$ cat config.mk
export PLATFORM = sky130hd
export DESIGN_NAME = man_tx_enc
export DESIGN_NICKNAME = d
export VERILOG_FILES = /design/src/rtl/man_tx_pkg.sv /design/src/rtl/man_tx_clkdiv.sv /design/src/rtl/man_tx_core.sv /design/src/rtl/man_tx_outmux.sv /design/src/rtl/man_tx_enc.sv
export SDC_FILE = /design/constraint.sdc
export NUM_CORES = 1
export LEC_CHECK = 0
export BUFFER_PORTS_ARGS = -buffer_cell sky130_fd_sc_hd__buf_2
export CORE_AREA = 2 2 39 41
export DETAILED_ROUTE_END_ITERATION = 7
export DIE_AREA = 0 0 41 43
export GPL_ROUTABILITY_DRIVEN = 1
export GPL_TIMING_DRIVEN = 0
export PLACE_DENSITY = 0.58
export SYNTH_ARGS = -nofsm -noshare
export SYNTH_HDL_FRONTEND = slang
export SYNTH_SLANG_ARGS = --single-unit
$ cat constraint.sdc
create_clock -name clk_i -period 2.03 [get_ports clk_i]
set_input_delay 0.1015 -clock clk_i [delete_from_list [all_inputs] [get_ports clk_i]]
set_output_delay 0.1015 -clock clk_i [all_outputs]
set_load 0.005 [all_outputs]
$ cat src/rtl/man_tx_pkg.sv
package man_tx_pkg;
  typedef enum logic [1:0] {
    ST_IDLE = 2'd0,
    ST_SEND = 2'd1,
    ST_TAIL = 2'd2
  } tx_st_e;
endpackage

$ cat src/rtl/man_tx_clkdiv.sv
module man_tx_clkdiv (
  input  logic clk_i,
  input  logic rst_ni,
  output logic txc_o,
  output logic bit_start_o
);
  logic txc_q;

  always_ff @(posedge clk_i or negedge rst_ni) begin
    if (!rst_ni) txc_q <= 1'b0;
    else         txc_q <= ~txc_q;
  end

  assign txc_o       = txc_q;
  // next edge raises txc: a bit cell begins there
  assign bit_start_o = ~txc_q;


  txc_toggle_chk: assert property (@(posedge clk_i) disable iff (!rst_ni)
    1'b1 |=> txc_q == !$past(txc_q));
endmodule

$ cat src/rtl/man_tx_core.sv
module man_tx_core
  import man_tx_pkg::*;
#(
  parameter  int HOLD_HC = 4,
  localparam int CW      = $clog2(HOLD_HC) + 1
) (
  input  logic clk_i,
  input  logic rst_ni,
  input  logic bit_start_i,
  input  logic txen_i,
  input  logic txd_i,
  input  logic idle_sel_i,
  output logic enc_o,
  output logic active_o
);
  tx_st_e        st_q;
  logic          enc_q;
  logic          bit_q;
  logic [CW-1:0] cnt_q;
  logic [CW-1:0] tail_ld;

  // tail periods minus one: HOLD_HC-1 periods held high, or a single one
  assign tail_ld = idle_sel_i ? '0 : CW'(HOLD_HC - 2);

  always_ff @(posedge clk_i or negedge rst_ni) begin
    if (!rst_ni) begin
      st_q  <= ST_IDLE;
      enc_q <= 1'b0;
      bit_q <= 1'b0;
      cnt_q <= '0;
    end else if (bit_start_i && txen_i) begin
      st_q  <= ST_SEND;
      bit_q <= txd_i;
      enc_q <= ~txd_i;
    end else begin
      case (st_q)
        ST_SEND: begin
          if (bit_start_i) begin
            st_q  <= ST_TAIL;
            enc_q <= 1'b1;
            cnt_q <= tail_ld;
          end else begin
            enc_q <= bit_q;
          end
        end
        ST_TAIL: begin
          if (cnt_q == '0) begin
            st_q  <= ST_IDLE;
            enc_q <= 1'b0;
          end else begin
            cnt_q <= cnt_q - 1'b1;
          end
        end
        default: ;
      endcase
    end
  end

  assign enc_o    = enc_q;
  assign active_o = (st_q != ST_IDLE);

  // checker: consecutive tail periods seen so far
  logic [CW:0] tail_run_q;
  always_ff @(posedge clk_i or negedge rst_ni) begin
    if (!rst_ni)              tail_run_q <= '0;
    else if (st_q == ST_TAIL) tail_run_q <= tail_run_q + 1'b1;
    else                      tail_run_q <= '0;
  end


  frame_start_chk: assert property (@(posedge clk_i) disable iff (!rst_ni)
    (st_q == ST_IDLE && bit_start_i && txen_i) |=> (st_q == ST_SEND && enc_q == !$past(txd_i)));


  mid_flip_chk: assert property (@(posedge clk_i) disable iff (!rst_ni)
    (st_q == ST_SEND && !bit_start_i) |=> enc_q != $past(enc_q));


  tail_entry_chk: assert property (@(posedge clk_i) disable iff (!rst_ni)
    (st_q == ST_SEND && bit_start_i && !txen_i) |=> (st_q == ST_TAIL && enc_q));


  tail_len_chk: assert property (@(posedge clk_i) disable iff (!rst_ni)
    tail_run_q <= (CW+1)'(HOLD_HC - 1));


  restart_chk: assert property (@(posedge clk_i) disable iff (!rst_ni)
    (st_q == ST_TAIL && bit_start_i && txen_i) |=> st_q == ST_SEND);
endmodule

$ cat src/rtl/man_tx_outmux.sv
module man_tx_outmux (
  input  logic enc_i,
  input  logic active_i,
  input  logic idle_sel_i,
  input  logic lbk_i,
  output logic line_o,
  output logic drive_o,
  output logic lb_o
);
  logic idle_lvl;

  assign idle_lvl = ~idle_sel_i;
  assign line_o   = (active_i && !lbk_i) ? enc_i : idle_lvl;
  assign drive_o  = active_i && !lbk_i;
  assign lb_o     = lbk_i && active_i && enc_i;
endmodule

$ cat src/rtl/man_tx_enc.sv
module man_tx_enc #(
  parameter int HOLD_HC = 4
) (
  input  logic clk_i,
  input  logic rst_ni,
  input  logic txen_i,
  input  logic txd_i,
  input  logic idle_sel_i,
  input  logic lbk_i,
  output logic txc_o,
  output logic line_o,
  output logic drive_o,
  output logic lb_o
);
  logic bit_start;
  logic enc;
  logic active;

  man_tx_clkdiv u_div (
    .clk_i      (clk_i),
    .rst_ni     (rst_ni),
    .txc_o      (txc_o),
    .bit_start_o(bit_start)
  );

  man_tx_core #(.HOLD_HC(HOLD_HC)) u_core (
    .clk_i      (clk_i),
    .rst_ni     (rst_ni),
    .bit_start_i(bit_start),
    .txen_i     (txen_i),
    .txd_i      (txd_i),
    .idle_sel_i (idle_sel_i),
    .enc_o      (enc),
    .active_o   (active)
  );

  man_tx_outmux u_out (
    .enc_i     (enc),
    .active_i  (active),
    .idle_sel_i(idle_sel_i),
    .lbk_i     (lbk_i),
    .line_o    (line_o),
    .drive_o   (drive_o),
    .lb_o      (lb_o)
  );


  drive_fall_high_chk: assert property (@(posedge clk_i) disable iff (!rst_ni)
    ($fell(drive_o) && !lbk_i && $past(!lbk_i)) |-> $past(line_o));
endmodule

# Word level (Yosys, flattened, before mapping)
# Cells that the tools add are included.
# Widths: inputs -> output; s select.
# op_classes
n_addsub	1
eq_ne	6
n_mux	13
bitwise_logic	4
n_reduce_logical	12
# op_table
operator	count
$mux 2	4
$mux 3	2
$pmux 3 s2	1
$logic_and 1x1->1	4
$mux 1	4
$ne 2x2->1 const B	2
$not 1->1	4
$pmux 2 s2	1
$reduce_and 4->1	1
$reduce_bool 2->1	2
$logic_not 3->1	1
$ne 3x1->1 const B	1
$ne 3x2->1 const B	1
$reduce_and 3->1	1
$reduce_bool 3->1	1
$sub 3x1->3 const B	1
$eq 2x1->1 const B	1
$eq 2x2->1 const B	1
$pmux 1 s2	1
$reduce_and 2->1	1
$logic_not 1->1	1
# totals
register_bits	8
in_bits	6
output_inout_bits	4
word_cells	41

# Longest topological paths before layout
# Gate-level depths: netlist of run 1.
# depth
ltp_word	4
ltp_mapped	6
depth_no_buf	5

# Cells and area by module
# From an unflattened synthesis of run 1, not the netlist that was laid out.
# hier_totals
cells_unflattened	47
area_unflattened_um2	504.2
# modules_own_cells
module	instances	cells_each	area_per_inst_um2	seq_area_each_um2
man_tx_core	1	41	440.4	175.2
man_tx_outmux	1	4	35.0	0.0
man_tx_clkdiv	1	2	28.8	25.0

# Least setup slack after synthesis of run 1
# OpenSTA, ideal clock, no wires.
# synth_timing
kind	reg-to-reg
from	register u_core.st_q[0]
to	register u_core.cnt_q[0]
setup_ns	0.118
t_arrival_ns	1.503
t_required_ns	1.912
path_slack_ns	0.409
stages_incl_launch_ff	7
path_buffers	1
synth_period_minus_slack_ns	1.621
cell_sequence	dfrtp_1 inv_1 ha_1 buf_6 or4b_1 o31a_2 a21o_1
# synth_between
elab_chain_cells	3
word_cells_on_any_way	7
classes_between	eq/ne: 4; mux: 1; reduce/logical: 2
# synth_rtl
item	line_no	source
start, declared	man_tx_core.sv:16	tx_st_e st_q;
start signal, assigned	man_tx_core.sv:27	st_q <= ST_IDLE;
start signal, assigned	man_tx_core.sv:32	st_q <= ST_SEND;
start signal, assigned	man_tx_core.sv:39	st_q <= ST_TAIL;
$eq 2x2->1 / $eq 2x1->1 (equally long branches)	-	
$ne 2x2->1 (no line) / $reduce_bool 2->1 (equally long branches)	-	
$reduce_and 4->1 (no line)	-	
end signal, assigned	man_tx_core.sv:41	cnt_q <= tail_ld;
end signal, assigned	man_tx_core.sv:51	cnt_q <= cnt_q - 1'b1;
end, declared	man_tx_core.sv:19	logic [CW-1:0] cnt_q;
# Parallel ways exist; a longest one is shown, timed or not.
# A chain may end at the register's enable or synchronous reset.

# Worst setup path in the final report of run 1
# layout_timing
from	register u_core.st_q[0]
to	register u_core.cnt_q[2]
# Same word-level chain as after synthesis.

==> summary.txt, run 1 <==
Wire length on met2 - 460 um
Post-Syn Instances - 52
Initial core utilization - 0.382
Reg2Reg Depth - 6
Vias per inst - 5.02
Post-synthesis adder-cell area fraction - 0.118
Count leader, synth - dfrtp_1
CTS tree - yes
Full die area - 1760 um2
WS Path Type - register to register
VDD IR max - 0.527 mV
Dpl ws - 0.336 ns
Crit Path Max Fanout - 9
Endpoints failing setup - 0
Core Box Area - 1380 um2
Mapped Nets - 63
Fmax - 584 MHz
Setup crit start - u_core.st_q[0]$_DFFE_PN0P_
Synth cell types - 27
Post-synth top area cell - dfrtp_1
Tmin final - 1.71 ns
Slew headroom - 0.808
Post-Route M1 WL - 392 um
Max Cap Viol - 0
Vias in the first global route - 400
CP endpoint kind - register
R2R Path End - u_core.cnt_q[2]$_DFFE_PN0P_
Synth top area cells - dfrtp_1 38%, ha_1 12%, mux2_2 6.4%
GPL Wtd Cong - 0.775
Post-synthesis simple-gate area fraction - 0.182
Setup crit start kind - register
Worst endpoint required time - 2.17 ns
EDFF count, synth - 0
Num CTS Buffers - 3
Area share of xor/xnor cells in the synthesized design - 0
DR WL/cell - 11.4 um
Setup TNS Final - 0 ns
Unrepaired setup endpoints after global routing - no
Final hold vios - 0
Static leakage - 0.316 nW
GRT Util Overall - 0.146
Die W - 41 um
Power Density - 1270 nW/um2
Post-synthesis mux area share - 0.0829
Final WL - 920 um
Mapped cell area - 528 um2
Synth top area share - 0.379
DRC - 0
Worst-Margin Slew - 0.285 ns
Hold Crit Class - input port to register
R2R Path Start - u_core.st_q[0]$_DFFE_PN0P_
Asr flop ratio synth - 1.00
Synth Register Bits - 8
FP Rows - 14
First-pass GRT wire length - 1650 um
Fraction of layout cells with a size suffix above 1 - 0.292
DR top layer - met4
Clk sinks - 8
Routed Antenna Nets - 0
DR iter-0 viols - 6
Fin crit share - 0.844
Critical Path End - u_core.cnt_q[2]$_DFFE_PN0P_
Clock Root Buffer - clkbuf_4
Worst-path clk slew - 0.05 ns
Avg Inst Size Synth - 10.2 um2
Clk_lat worst skew - 0.26 ns
NumNets Final - 78
Synth top cells by count - 8 x dfrtp_1, 7 x inv_1, 5 x ha_1
Compound-Gate Fraction of Synth Area - 0.166
Post-DP HPWL - 757 um
Diodes inserted - 0
Setup Buffers After CTS - 0
Ys Warns - 0
Gr ovfl total - 0
Final setup margin - 0.317 ns
# IOs - 10
Area Overhead vs Synth - 18.5%
Worst EP arrival - 1.85 ns
Largest net degree at the start of global routing - 10
Post-CTS sizing - 0
Largest family of logic cells by synthesized area - simple AND/OR/NAND/NOR gates
PortBufs - 9
Die Ht - 43 um
Run status - finished clean
Initial DRT Pass Iterations - 3
Reg2reg setup slack - 0.32 ns
H-tree Lvls - 1
Initial antenna violation count - 0
Clock skew - 0.00736 ns
Fin. max-slew vios - 0
Seq/Total Area, Yosys - 0.379
Hold buffer count at cts - 1
Ys flop type - dfrtp_1
Total number of vias - 407
Met3 routed WL - 52 um
Clock buffer depth - 2
## where the power goes
| part | internal (mW) | leakage, nW | switching [mW] | total [mW] |
|---|---|---|---|---|
| combinational | 0.206 | 0.210 | 0.205 | 0.411 |
| sequential | 0.223 | 0.0926 | 0.0410 | 0.264 |
| clock | 0.0675 | 0.0138 | 0.0526 | 0.120 |
## layout make-up
cell class | count | area, um2
clock buffer | 3 | 22.5
buffer | 1 | 11.3
multi-input combinational | 36 | 290
tap | 16 | 20.0
timing repair buffer | 10 | 55.1
inverter | 7 | 26.3
fill | 133 | 758
sequential | 8 | 200
## routing by layer
layer,vias up,global-route usage
met5,-,0
met3,2,0.0942
li1,214,-
met4,0,0.0600
met2,6,0.225
met1,185,0.149
## how the worst min path moves through the flow
stage,to,cells past startpoint,startpoint
final,u_core.bit_q$_DFFE_PN0P_,2,txd_i
after global routing,u_core.bit_q$_DFFE_PN0P_,2,txd_i
after CTS,u_core.bit_q$_DFFE_PN0P_,2,txd_i
after detailed placement,u_core.st_q[1]$_DFFE_PN0P_,1,rst_ni
after global placement,u_div.txc_o$_DFF_PN0_,1,rst_ni
after floorplan,u_core.bit_q$_DFFE_PN0P_,0,rst_ni
## cells in the final DEF, fill, tap and decap left out, types with 2 or more instances in the layout
master	netlist	layout
a21o_1	2	2
inv_1	7	7
nand2b_1	2	2
clkbuf_4	0	3
mux2_2	3	3
ha_1	5	5
nand2_1	3	3
dfrtp_1	8	8
o21ai_0	3	3
buf_2	0	9
## critical path, cell delays in order (launching register included)
cell and delay, ns:
dfrtp_1 0.35, inv_1 0.07, ha_1 0.20, buf_6 0.14, or4b_1 0.50, o31a_2 0.15, a21o_1 0.19
## per-stage QoR
step                instances  hold slack [ns]  instance area [um2]  total power [mW]  utilization
detailed placement         77          -0.0449                  593             0.681        0.429
finish                     81            0.102                  626             0.795        0.452
floorplan                  52           -0.194                  528             0.584            -
CTS                        81            0.101                  626             0.806        0.452
global placement           77          -0.0419                  593             0.673        0.429
global route               81            0.107                  626             0.884        0.452
## cells by family (layout without fill, tap and decap cells)
kind of cell    Yosys count  count (layout)
simple gates             15              15
mux                       4               4
fa+ha+maj                 5               5
compound gates           12              12
buf+inv                   8              21
flops                     8               8
## sequential cells by signal (all words and copies together), names as in the netlist
signal	count
u_core.st_q	2
u_core.bit_q	1
u_div.txc_o	1
u_core.cnt_q	3
u_core.enc_o	1
Note: power is estimated with default switching activity, not from simulation.
==> run 2, diff against run 1 <==
--- a/config.mk
+++ b/config.mk
@@ -11,7 +11,7 @@
 export DIE_AREA = 0 0 41 43
 export GPL_ROUTABILITY_DRIVEN = 1
 export GPL_TIMING_DRIVEN = 0
-export PLACE_DENSITY = 0.58
+export PLACE_DENSITY = 0.61
 export SYNTH_ARGS = -nofsm -noshare
 export SYNTH_HDL_FRONTEND = slang
 export SYNTH_SLANG_ARGS = --single-unit
==> constraint.sdc (replaced) <==
create_clock -name clk_i -period 1.5 [get_ports clk_i]
set_input_delay 0.075 -clock clk_i [delete_from_list [all_inputs] [get_ports clk_i]]
set_output_delay 0.075 -clock clk_i [all_outputs]
set_load 0.005 [all_outputs]
==> summary.txt, run 2 (synthesis results as in run 1) <==
Crit Path Max Fanout - 4 (-5)
Worst-path clk slew - 0.06 ns (about the same)
Static leakage - 0.346 nW (+9.3%)
WS Path Type - register to register
Commonest non-fill, non-tap cell in the layout - buf_2
Worst-Margin Slew - 0.292 ns (+0.00761 ns)
Buf/Inv on CP - 1 (-1)
Die W - 41 um (unchanged)
Critical-path top delay cell - or4b_4
GPL Wtd Cong - 0.803 (+3.6%)
PortBufs - 9 (unchanged)
FF+latch area - 201 um2 (+0.62%)
DR iter-0 viols - 5 (-1)
DRC - 0 (unchanged)
Endpoints failing setup - 4 (+4)
FP Rows - 14 (unchanged)
Final WL - 1150 um (+25%)
Fraction of layout cells with a size suffix above 1 - 0.449 (+0.157)
Vias in the first global route - 448 (+12%)
Largest Register - u_core.cnt_q
Gr ovfl total - 0 (unchanged)
Multi-input gate area - 343 um2 (+18%)
Clock skew - 0.00497 ns (-0.00239 ns)
Slew headroom - 0.805 (-0.00259)
Setup crit start - u_core.st_q[1]$_DFFE_PN0P_
Filler cell count - 138 (+3.8%)
H-tree Lvls - 1 (unchanged)
Fin. max-slew vios - 0 (unchanged)
Commonest non-fill, non-tap cells in the layout - 9 x buf_2, 7 x dfrtp_1, 5 x buf_4
Diodes inserted - 0 (unchanged)
Worst endpoint required time - 1.65 ns (-0.52 ns)
Run status - finished, violations left
First-pass GRT wire length - 1880 um (+14%)
R2R Path Start - u_core.st_q[1]$_DFFE_PN0P_
Final setup margin - -0.0540 ns (-0.371 ns)
Clk sinks - 8 (unchanged)
Routed Antenna Nets - 0 (unchanged)
R2R Path End - u_core.cnt_q[0]$_DFFE_PN0P_
Setup crit start kind - register
Unrepaired setup endpoints after global routing - yes
GRT Util Overall - 0.171 (+0.0250)
Fin crit share - 1.04 (+0.192)
Core Box Area - 1380 um2 (unchanged)
NumNets Final - 82 (+5.1%)
VDD IR max - 0.828 mV (+57%)
Clk_lat worst skew - 0.26 ns (about the same)
Reg2Reg Depth - 5 (-1)
Initial DRT Pass Iterations - 2 (-1)
Max FFs per register - 3 (unchanged)
Initial antenna violation count - 0 (unchanged)
Fmax - 644 MHz (+10%)
Dpl ws - -0.146 ns (-0.482 ns)
Crit path cell chain - inv_4, ha_4, or4b_4, o31a_4, a21o_1
Largest net degree at the start of global routing - 9 (-1)
Full die area - 1760 um2 (unchanged)
Placed Cells - 77 (unchanged)
Total number of vias - 451 (+11%)
Num CTS Buffers - 3 (unchanged)
Critical Path End - u_core.cnt_q[0]$_DFFE_PN0P_
Reg2reg setup slack - -0.05 ns (-0.37 ns)
Final hold vios - 0 (unchanged)
Power Density - 1880 nW/um2 (+48%)
Total design power - 1.33 mW (+67%)
Largest regs - u_core.cnt_q x3, u_core.st_q x2
CTS tree - yes
Failing checks - negative setup slack
Fin cells - 85 (+4.9%)
Max Cap Viol - 0 (unchanged)
Largest stage delay on the critical path - 0.46 ns (-0.04 ns)
Vias per inst - 5.31 (+5.6%)
DR WL/cell - 13.5 um (+19%)
Clock Root Buffer - clkbuf_4
Die Ht - 43 um (unchanged)
CP delay by family, top - simple AND/OR/NAND/NOR gates
Area Overhead vs Synth - 34.1%
CP endpoint kind - register
Hold Crit Class - input port to register
Worst EP arrival - 1.70 ns (-0.15 ns)
# IOs - 10 (unchanged)
Worst path depth - 5 (-1)
Tmin final - 1.55 ns (-0.159 ns)
Post-DP HPWL - 800 um (+5.6%)
Initial core utilization - 0.382 (unchanged)
Clock buffer depth - 2 (unchanged)
run 2: cell types whose count changed in the layout (fill, tap and decap cells not counted), sizes merged:
cell and delta:
buf +4
run 2: worst min-delay path by stage:
stage               cells after the start                    endpoint    from  slack, ns
floorplan                               0    u_core.bit_q$_DFFE_PN0P_  rst_ni      -0.22
global placement                        1  u_core.st_q[1]$_DFFE_PN0P_  rst_ni      -0.07
detailed placement                      1  u_core.st_q[1]$_DFFE_PN0P_  rst_ni      -0.07
CTS                                     2    u_core.bit_q$_DFFE_PN0P_   txd_i       0.07
global route                            2    u_core.bit_q$_DFFE_PN0P_   txd_i       0.08
finish                                  2    u_core.bit_q$_DFFE_PN0P_   txd_i       0.07
run 2: metrics by stage:
stage                util  cell area, um2  setup TNS (ns)  hold slack, ns
finish              0.512             708          -0.158          0.0729
floorplan               -             553          -0.120          -0.221
global placement    0.447             618          -0.549         -0.0680
CTS                 0.501             693          -0.278          0.0710
global route        0.512             708          -0.383          0.0780
detailed placement  0.447             618          -0.509         -0.0674
run 2: cell type report:
type / count / share of cell area
Inverter: 7 / 0.0406
Multi-Input combinational cell: 36 / 0.484
Clock buffer: 3 / 0.0318
Sequential cell: 8 / 0.284
Timing Repair Buffer: 15 / 0.131
Tap cell: 16 / 0.0283
run 2: power breakdown:
part / switching, mW / leakage (nW) / total, mW / internal [mW]
Combinational: 0.357 / 0.240 / 0.782 / 0.425
Clock: 0.0830 / 0.0138 / 0.175 / 0.0922
Sequential: 0.0692 / 0.0914 / 0.373 / 0.304
Total: 0.509 / 0.346 / 1.33 / 0.821
run 2: repair_timing:
item / 4_1_cts / 5_1_grt
hold endpoints to repair: 8 / 0
pin swaps: 5 / 5
hold buffers: 1 / 0
buffers inserted: 4 / 1
endpoints found under the setup margin: 4 / 5
resized for setup: 6 / 3
run 2: routing by layer:
| layer | track usage | vias up | wire, um |
|---|---|---|---|
| met5 | 0 | - | 0 |
| met4 | 0.120 | 0 | 32 |
| met3 | 0.0628 | 4 | 45 |
| met2 | 0.253 | 9 | 551 |
| met1 | 0.190 | 215 | 519 |
| li1 | - | 223 | - |
run 2: worst register-to-register path, delay by kind of cell, from the launching register on:
family / cells / cell delay, ns
and+or+nand+nor: 1 / 0.46
DFF: 1 / 0.45
AOI/OAI and AO/OA: 2 / 0.30
adders and majority gates: 1 / 0.15
buffers and inverters: 1 / 0.09
